**config.mk**
```make
export PLATFORM = sky130hd
export DESIGN_NAME = irq_presenter
export DESIGN_NICKNAME = d
export VERILOG_FILES = /design/src/rtl/irq_presenter.sv
export SDC_FILE = /design/constraint.sdc
export NUM_CORES = 1
export LEC_CHECK = 0
export BUFFER_PORTS_ARGS = -buffer_cell sky130_fd_sc_hd__buf_2
export CAP_MARGIN = 20
export CORE_ASPECT_RATIO = 0.5
export CORE_MARGIN = 10
export CORE_UTILIZATION = 40
export CTS_CLUSTER_DIAMETER = 100
export DETAILED_ROUTE_END_ITERATION = 12
export GPL_ROUTABILITY_DRIVEN = 0
export PLACE_DENSITY = 0.6
export REMOVE_ABC_BUFFERS = 1
export SLEW_MARGIN = 20
export SYNTH_ARGS = -nofsm -noshare
export SYNTH_HDL_FRONTEND = slang
export SYNTH_SLANG_ARGS = --single-unit
```
**constraint.sdc**
```tcl
create_clock -name clk -period 8.4 [get_ports clk]
set_input_delay 0.84 -clock clk [delete_from_list [all_inputs] [get_ports clk]]
set_output_delay 0.84 -clock clk [all_outputs]
set_load 0.05 [all_outputs]
```
**src/rtl/irq_presenter.sv**
```systemverilog
module irq_presenter #(
  parameter int SRC_W = 24,
  parameter int PRIO_W = 8,
  parameter int OP_W = 3,
  parameter logic [SRC_W-1:0] IPI_SRC = 2
) (
  input  logic                    clk,
  input  logic                    rst_n,
  input  logic                    op_valid,
  input  logic [OP_W-1:0]         op_code,
  input  logic [SRC_W+PRIO_W-1:0] op_data,
  input  logic                    offer_valid,
  input  logic [SRC_W-1:0]        offer_src,
  input  logic [PRIO_W-1:0]       offer_prio,
  output logic                    rd_valid,
  output logic [SRC_W+PRIO_W-1:0] rd_data,
  output logic [PRIO_W-1:0]       rd_mfrr,
  output logic                    rej_valid,
  output logic [SRC_W-1:0]        rej_src,
  output logic                    eoi_valid,
  output logic [SRC_W-1:0]        eoi_src,
  output logic                    resend_req,
  output logic                    cpu_irq
);
  localparam int REG_W = SRC_W + PRIO_W;
  localparam logic [PRIO_W-1:0] NONE = '1;
  localparam logic [OP_W-1:0] OP_ACCEPT = 1;
  localparam logic [OP_W-1:0] OP_POLL   = 2;
  localparam logic [OP_W-1:0] OP_CPPR   = 3;
  localparam logic [OP_W-1:0] OP_MFRR   = 4;
  localparam logic [OP_W-1:0] OP_EOI    = 5;

  logic [PRIO_W-1:0] cppr, pend, mfrr;
  logic [SRC_W-1:0]  xisr;
  logic              owned;

  logic [PRIO_W-1:0] n_cppr, n_pend, n_mfrr;
  logic [SRC_W-1:0]  n_xisr;
  logic              n_owned, n_irq;
  logic              n_rej, n_eoi, n_resend, n_rd;
  logic [SRC_W-1:0]  n_rej_src, n_eoi_src;
  logic [REG_W-1:0]  n_rd_data;
  logic [PRIO_W-1:0] n_rd_mfrr;
  logic              ipi_go;

  wire               busy   = xisr != '0;
  wire [PRIO_W-1:0]  op_pri = op_data[PRIO_W-1:0];
  wire [PRIO_W-1:0]  op_top = op_data[REG_W-1:SRC_W];

  always_comb begin
    n_cppr    = cppr;
    n_xisr    = xisr;
    n_pend    = pend;
    n_mfrr    = mfrr;
    n_owned   = owned;
    n_irq     = cpu_irq;
    n_rej     = 1'b0;
    n_rej_src = '0;
    n_eoi     = 1'b0;
    n_eoi_src = '0;
    n_resend  = 1'b0;
    n_rd      = 1'b0;
    n_rd_data = rd_data;
    n_rd_mfrr = rd_mfrr;
    ipi_go    = 1'b0;

    if (op_valid) begin
      case (op_code)
        OP_ACCEPT: begin
          n_rd      = 1'b1;
          n_rd_data = {cppr, xisr};
          n_rd_mfrr = mfrr;
          n_irq     = 1'b0;
          n_cppr    = pend;
          n_xisr    = '0;
          n_pend    = NONE;
          n_owned   = 1'b0;
        end
        OP_POLL: begin
          n_rd      = 1'b1;
          n_rd_data = {cppr, xisr};
          n_rd_mfrr = mfrr;
        end
        OP_CPPR: begin
          n_cppr = op_pri;
          if (op_pri < cppr) begin
            if (busy && op_pri <= pend) begin
              n_xisr  = '0;
              n_pend  = NONE;
              n_irq   = 1'b0;
              n_owned = 1'b0;
              if (owned) begin
                n_rej     = 1'b1;
                n_rej_src = xisr;
              end
            end
          end else if (!busy) begin
            n_resend = 1'b1;
            ipi_go   = mfrr < op_pri;
          end
        end
        OP_MFRR: begin
          n_mfrr = op_pri;
          ipi_go = op_pri < cppr;
        end
        OP_EOI: begin
          n_cppr    = op_top;
          n_eoi     = 1'b1;
          n_eoi_src = op_data[SRC_W-1:0];
          if (!busy) begin
            n_resend = 1'b1;
            ipi_go   = mfrr < op_top;
          end
        end
        default: ;
      endcase
    end else if (offer_valid) begin
      if (offer_prio >= cppr || (busy && pend <= offer_prio)) begin
        n_rej     = 1'b1;
        n_rej_src = offer_src;
      end else begin
        if (busy && owned) begin
          n_rej     = 1'b1;
          n_rej_src = xisr;
        end
        n_xisr  = offer_src;
        n_pend  = offer_prio;
        n_owned = 1'b1;
        n_irq   = 1'b1;
      end
    end

    if (ipi_go && !(n_xisr != '0 && n_pend <= n_mfrr)) begin
      if (n_xisr != '0 && n_owned) begin
        n_rej     = 1'b1;
        n_rej_src = n_xisr;
      end
      n_xisr  = IPI_SRC;
      n_pend  = n_mfrr;
      n_owned = 1'b0;
      n_irq   = 1'b1;
    end
  end

  always_ff @(posedge clk) begin
    if (!rst_n) begin
      cppr       <= '0;
      xisr       <= '0;
      pend       <= NONE;
      mfrr       <= NONE;
      owned      <= 1'b0;
      cpu_irq    <= 1'b0;
      rej_valid  <= 1'b0;
      rej_src    <= '0;
      eoi_valid  <= 1'b0;
      eoi_src    <= '0;
      resend_req <= 1'b0;
      rd_valid   <= 1'b0;
      rd_data    <= '0;
      rd_mfrr    <= NONE;
    end else begin
      cppr       <= n_cppr;
      xisr       <= n_xisr;
      pend       <= n_pend;
      mfrr       <= n_mfrr;
      owned      <= n_owned;
      cpu_irq    <= n_irq;
      rej_valid  <= n_rej;
      rej_src    <= n_rej_src;
      eoi_valid  <= n_eoi;
      eoi_src    <= n_eoi_src;
      resend_req <= n_resend;
      rd_valid   <= n_rd;
      rd_data    <= n_rd_data;
      rd_mfrr    <= n_rd_mfrr;
    end
  end
endmodule

```
After elaboration in Yosys (flattened, before gate mapping)
Index checks and enable logic that the tools add are counted.
Widths: inputs -> output; s select.
{ "op_classes": {"n_bitwise": 1, "reduce_logical": 19, "eq_ne": 9, "mux": 60, "order_cmp": 7} }
{ "op_table": {"columns": ["cell", "n"], "rows": [
  ["$mux 24", 15],
  ["$mux 8", 8],
  ["$pmux 24 s2", 1],
  ["$reduce_bool 24->1", 2],
  ["$mux 1", 29],
  ["$le 8x8->1", 3],
  ["$lt 8x8->1", 3],
  ["$pmux 8 s3", 1],
  ["$pmux 8 s2", 1],
  ["$ge 8x8->1", 1],
  ["$ne 4x4->1 const B", 2],
  ["$eq 3x2->1 const B", 2],
  ["$eq 3x3->1 const B", 2],
  ["$logic_and 1x1->1", 6],
  ["$pmux 1 s2", 3],
  ["$reduce_and 2->1", 3],
  ["$reduce_bool 3->1", 2],
  ["$reduce_and 5->1", 1],
  ["$ne 4x1->1 const B", 1],
  ["$reduce_or 2->1", 2],
  ["$eq 3x1->1 const B", 1],
  ["$ne 3x2->1 const B", 1],
  ["$pmux 1 s3", 1],
  ["$reduce_and 3->1", 1],
  ["other kinds (4)", 4]
]} }
{ "totals": {"regBits": 142, "output_inout_bits": 93, "input_bits": 71, "word_cells": 111} }

Logic depth before layout (Yosys ltp)
{ "depth": {"ltp_word": 12, "ltp_mapped": 23, "mapped_depth_nobuf": 19} }

Worst setup path after synthesis
No wires, ideal clock.
{ "synth_path": {"kind": "input -> register", "start": "in offer_prio[1]", "end": "reg pend[3]", "path_buffers": 4, "cell_stages": 22, "setup_ps": 120, "slack_ps": 3747, "arrival_ps": 4533, "required_time_ps": 8280, "cell_sequence": "inv_1 -> ha_1 -> nor2b_1 -> o211ai_1 -> a211oi_1 -> o311ai_2 -> clkbuf_1 -> a211oi_1 -> a31oi_1 -> ha_1 -> nor2b_1 -> o21a_1 -> o21ai_0 -> nand2b_1 -> a21oi_1 -> o21ai_0 -> o311a_2 -> buf_6 -> or2_1 -> buf_4 -> buf_6 -> o31a_1"} }
{ "synth_between": {"elab_chain_cells": 11, "elab_cells_between_ends": 16, "cone_classes": "3 x order compare; 7 x mux; 6 x reduce/logical"} }
{ "synth_lines": {"columns": ["element", "line", "rtl"], "rows": [
  ["from (decl)", "14", "input logic [PRIO_W-1:0] offer_prio,"],
  ["$le 8x8->1", "118", "if (offer_prio >= cppr || (busy && pend <= offer_prio)) begin"],
  ["$logic_and 1x1->1", "118", null],
  ["$logic_or 1x1->1", "118", null],
  ["$mux 8 or $mux 24 (tied branches)", "118", null],
  ["$mux 8 or $mux 24 (tied branches)", "117", "end else if (offer_valid) begin"],
  ["$mux 8 or $mux 24 (tied branches)", "67", "if (op_valid) begin"],
  ["$le 8x8->1 or $reduce_bool 24->1 (tied branches)", "133", "if (ipi_go && !(n_xisr != '0 && n_pend <= n_mfrr)) begin"],
  ["$logic_and 1x1->1", "133", null],
  ["$logic_not 1->1", "133", null],
  ["$logic_and 1x1->1", "133", null],
  ["$mux 8 (*)", "133", null],
  ["to (signal assigned)", "164", "pend <= n_pend;"],
  ["to (decl)", "33", "logic [PRIO_W-1:0] cppr, pend, mfrr;"]
]} }
Mark *: on every way between the ends. The rest lies on a longest branch, timed or not.
A chain may end at the register's enable or synchronous reset.

Worst setup path in the final report
{ "layout_path": {"start": "in op_data[2]", "end": "reg cpu_irq"} }
{ "layout_between": {"elab_chain_cells": 12, "elab_cells_between_ends": 30, "cone_classes": "4 x order compare; 4 x eq/ne; 15 x mux; 7 x reduce/logical"} }
{ "layout_lines": {"columns": ["element", "line", "rtl"], "rows": [
  ["from (decl)", "11", "input logic [SRC_W+PRIO_W-1:0] op_data,"],
  ["$le 8x8->1", "87", "if (busy && op_pri <= pend) begin"],
  ["$logic_and 1x1->1", "87", null],
  ["$mux 8 or $mux 24 (tied branches)", "87", null],
  ["$mux 8 or $mux 24 (tied branches)", "86", "if (op_pri < cppr) begin"],
  ["$pmux 8 s2 or $pmux 24 s2 (tied branches)", "68", "case (op_code)"],
  ["$mux 8 or $mux 24 (tied branches)", "67", null],
  ["$le 8x8->1 or $reduce_bool 24->1 (tied branches)", "133", null],
  ["$logic_and 1x1->1", "133", null],
  ["$logic_not 1->1", "133", null],
  ["$logic_and 1x1->1", "133", null],
  ["$ne 4x1->1 (no line) (tied with other cells)", null, null],
  ["$reduce_and 5->1 (no line)", null, null],
  ["to (signal assigned)", "167", "cpu_irq <= n_irq;"],
  ["to (decl)", "23", "output logic cpu_irq"]
]} }
Several ways; a longest one is shown, not always the timed one.

==> results.ini <==
[routing]
wl_mm=23.3
via_per_inst=5.40
ant_nets=0
drc=0
first_iter_violations=461
avgRoutedWirePerCell_um=18.5
vias=6823
dr.pass1.iters=5

[yosys]
synth_edf_count=0
async_flop_share_pct=0
netlist_instances=876
synthFlopType=dfxtp_1
synthTopCellsByArea=dfxtp_1 (40%), nand2_1 (9.3%), ha_1 (9.2%)
syn-cell-area_mm2=0.00718
synth.distinct_cells=61
avgSynthCellArea_um2=8.20
synth_top_area_share_pct=39.6
synth_top_area_cell=dfxtp_1
ys_warn_count=0
synth_seq_area_share_pct=39.6
synth_seq_cells=142

[layout]
nFillCells=1746
syn_to_final_growth_pct=21.7
drive_gt1_share_pct=23.0
num-nets-final=1140
layoutNonFillerInstCount=1264

[setup_path]
worst_ep_arrival_time_ps=5320
crit_fanout=26
cp.required_ps=8730
path_cells=buf_2, ha_1, a211o_1, a31oi_1, o31ai_1, or3_1, o21ai_0, nand2_1, a31oi_1, ha_1, nor2b_1, o21a_1, o21ai_0, nand2b_1, a21oi_1, o21ai_0, o311a_2, or2_1, buf_4, o311a_1
cp-startpoint=op_data[2]
startpoint_type=input pin
slowest_stage=or3_1
critPathMostFrequentCell=o21ai_0
rr_worst_depth=20
max_stage_delay_ps=380
crit_family=compound AO/OA/AOI/OAI gates
worstReg2RegStart=cppr[2]$_SDFFE_PN0P_
crit_path_end_kind=flip-flop
reg2reg_to=cpu_irq$_SDFFE_PN0P_
path_class=input pin to flip-flop
path_buf_inv=2
crit_cells=20
endpoint=cpu_irq$_SDFFE_PN0P_
r2r_slack_ps=3500

[flow_run]
max_cap_viol_count=0

[timing]
post-route-period-util_pct=59.4
drv_slew=0
relSlewSlack_pct=24.3
tightest_slew_ps=1130
skew_ps=10.1
hold_viol_final=0
rsz0062_at_grt=no
fmax_mhz=200
setup_slack_ps=3410
post-route-min-period_ps=4990
timing.hold.ws_ps=450
setup_viol_count_final=0
setup_tns_ps=0

[global_routing]
grt_first_pass_wirelength_mm=37.0
first_global_vias=6854
antenna_found_initial=2
grt_overflow_total=0
grt_use_total_pct=19.0
grt_max_degree=55

[clocking]
cts_tree=built
clk_latency_ps=430
clock_path_buffers=2
cts_buffers=17
hold_buffers=0
root_buffer=clkbuf_16
post_cts_resized=0
clk_pin_slew_ps=70
clock_sinks=142
htreeDepth=4
post_cts_buffers=0

[die]
row_count=34
io-pin-count=164
die_y_um=115
die_width_um=209
start_util_pct=41.1
die-area_mm2=0.0240
core_mm2=0.0175

[place]
io_buffers=163
dp_cells=1230
dpl.hpwl_mm=17.1
pre_cts_ws_ps=3050

[power_and_ir_drop]
p_per_area_mw_per_mm2=207
p_total_mw=1.81
irDropWorstVdd_v=0.000162
leakagePower_nw=4.00

[hold_path]
hold_path.class=flip-flop to flip-flop

[run_status]
outcome=finished clean

area by class of cell:
| class | count | area [µm²] | share of cell area, % |
|---|---|---|---|
| Multi-Input combinational cell | 637 | 3920 | 44.9 |
| Inverter | 44 | 165 | 1.89 |
| Tap cell | 234 | 293 | 3.35 |
| Clock inverter | 13 | 153 | 1.75 |
| Timing Repair Buffer | 174 | 906 | 10.4 |
| Antenna cell | 1 | 2.50 | 0.0286 |
| Clock buffer | 19 | 453 | 5.18 |
| Sequential cell | 142 | 2840 | 32.5 |
cell families after synthesis:
logic type      Yosys count  share of synthesized area (%)
simple gates            348                           22.6
buf+inv                  97                           5.85
flops                   142                           39.6
compound gates          225                           21.2
xor+xnor                  1                          0.122
mux                      10                           1.41
fa+ha+maj                53                           9.23
through the flow:
| step | area (µm²) | util (%) |
|---|---|---|
| 5_1_grt | 8730 | 50.0 |
| 3_3_place_gp | 8110 | 46.4 |
| 4_1_cts | 8720 | 49.9 |
| 6_report | 8740 | 50.0 |
| 3_5_place_dp | 8110 | 46.4 |
| 2_1_floorplan | 6930 | - |
worst min-delay path, cell delays in order (launching register included):
cell,delay (ps)
dfxtp_1,310
nand2_1,50
a21oi_1,50
cell usage in the layout (no fill, tap or decap), types with 6 or more instances in the layout:
cell type    n
a211oi_1    14
a21o_1       9
a21oi_1     72
a22oi_1      8
a31oi_1     16
and2_1      19
and3_1      25
buf_2      163
buf_4       10
clkbuf_16   17
dfxtp_1    142
ha_1        53
inv_1       43
mux2i_1      9
nand2_1    178
nand2b_1     7
nand3_1     21
nand4_1      6
nor2_1      47
nor2b_1      9
nor3_1      14
nor4_1       7
o21a_1       6
o21ai_0     38
o21bai_1     7
o22ai_1      8
o22ai_2     17
o31a_1       7
flip-flops by register name (all words and copies together), names as in the netlist:
| register | cells |
|---|---|
| rd_data | 32 |
| eoi_src | 24 |
| resend_req | 1 |
| mfrr | 8 |
| rej_valid | 1 |
| owned | 1 |
| rd_mfrr | 8 |
| rej_src | 24 |
| cppr | 8 |
| cpu_irq | 1 |
| rd_valid | 1 |
| pend | 8 |
| eoi_valid | 1 |
| xisr | 24 |
cell usage after synthesis (14+ instances only):
cell type	n
nand3_1	21
a211oi_1	14
a21oi_1	72
a31oi_1	16
and3_1	25
o22ai_2	17
nor2_1	47
ha_1	53
o21ai_0	38
and2_1	19
dfxtp_1	142
clkbuf_1	42
inv_1	43
nand2_1	178
nor3_1	14
per-layer routing:
metal,part of all wire (%),vias to the layer above,track usage (%)
li1,-,3347,-
met1,44,3234,23.2
met2,47,218,32.3
met3,8.3,22,6.33
met4,0.97,2,4.24
met5,0.030,-,0
where the power goes:
| part | switching, mW | internal [mW] | total, mW |
|---|---|---|---|
| sequential | 0.0179 | 0.694 | 0.712 |
| combinational | 0.212 | 0.104 | 0.316 |
| clock | 0.320 | 0.459 | 0.780 |
how the worst min path moves through the flow:
| stage | to | cells after the start | start | slack, ps |
|---|---|---|---|---|
| 2_1_floorplan | rd_data[25]$_SDFFE_PN0P_ | 2 | cppr[1]$_SDFFE_PN0P_ | 440 |
| 3_3_place_gp | rd_data[29]$_SDFFE_PN0P_ | 2 | rd_data[29]$_SDFFE_PN0P_ | 440 |
| 3_5_place_dp | rd_data[1]$_SDFFE_PN0P_ | 2 | rd_data[1]$_SDFFE_PN0P_ | 450 |
| 4_1_cts | rd_data[1]$_SDFFE_PN0P_ | 2 | rd_data[1]$_SDFFE_PN0P_ | 450 |
| 5_1_grt | rd_data[29]$_SDFFE_PN0P_ | 2 | rd_data[29]$_SDFFE_PN0P_ | 470 |
| 6_report | rd_data[29]$_SDFFE_PN0P_ | 2 | rd_data[29]$_SDFFE_PN0P_ | 450 |
(Power assumes the default switching activity.)
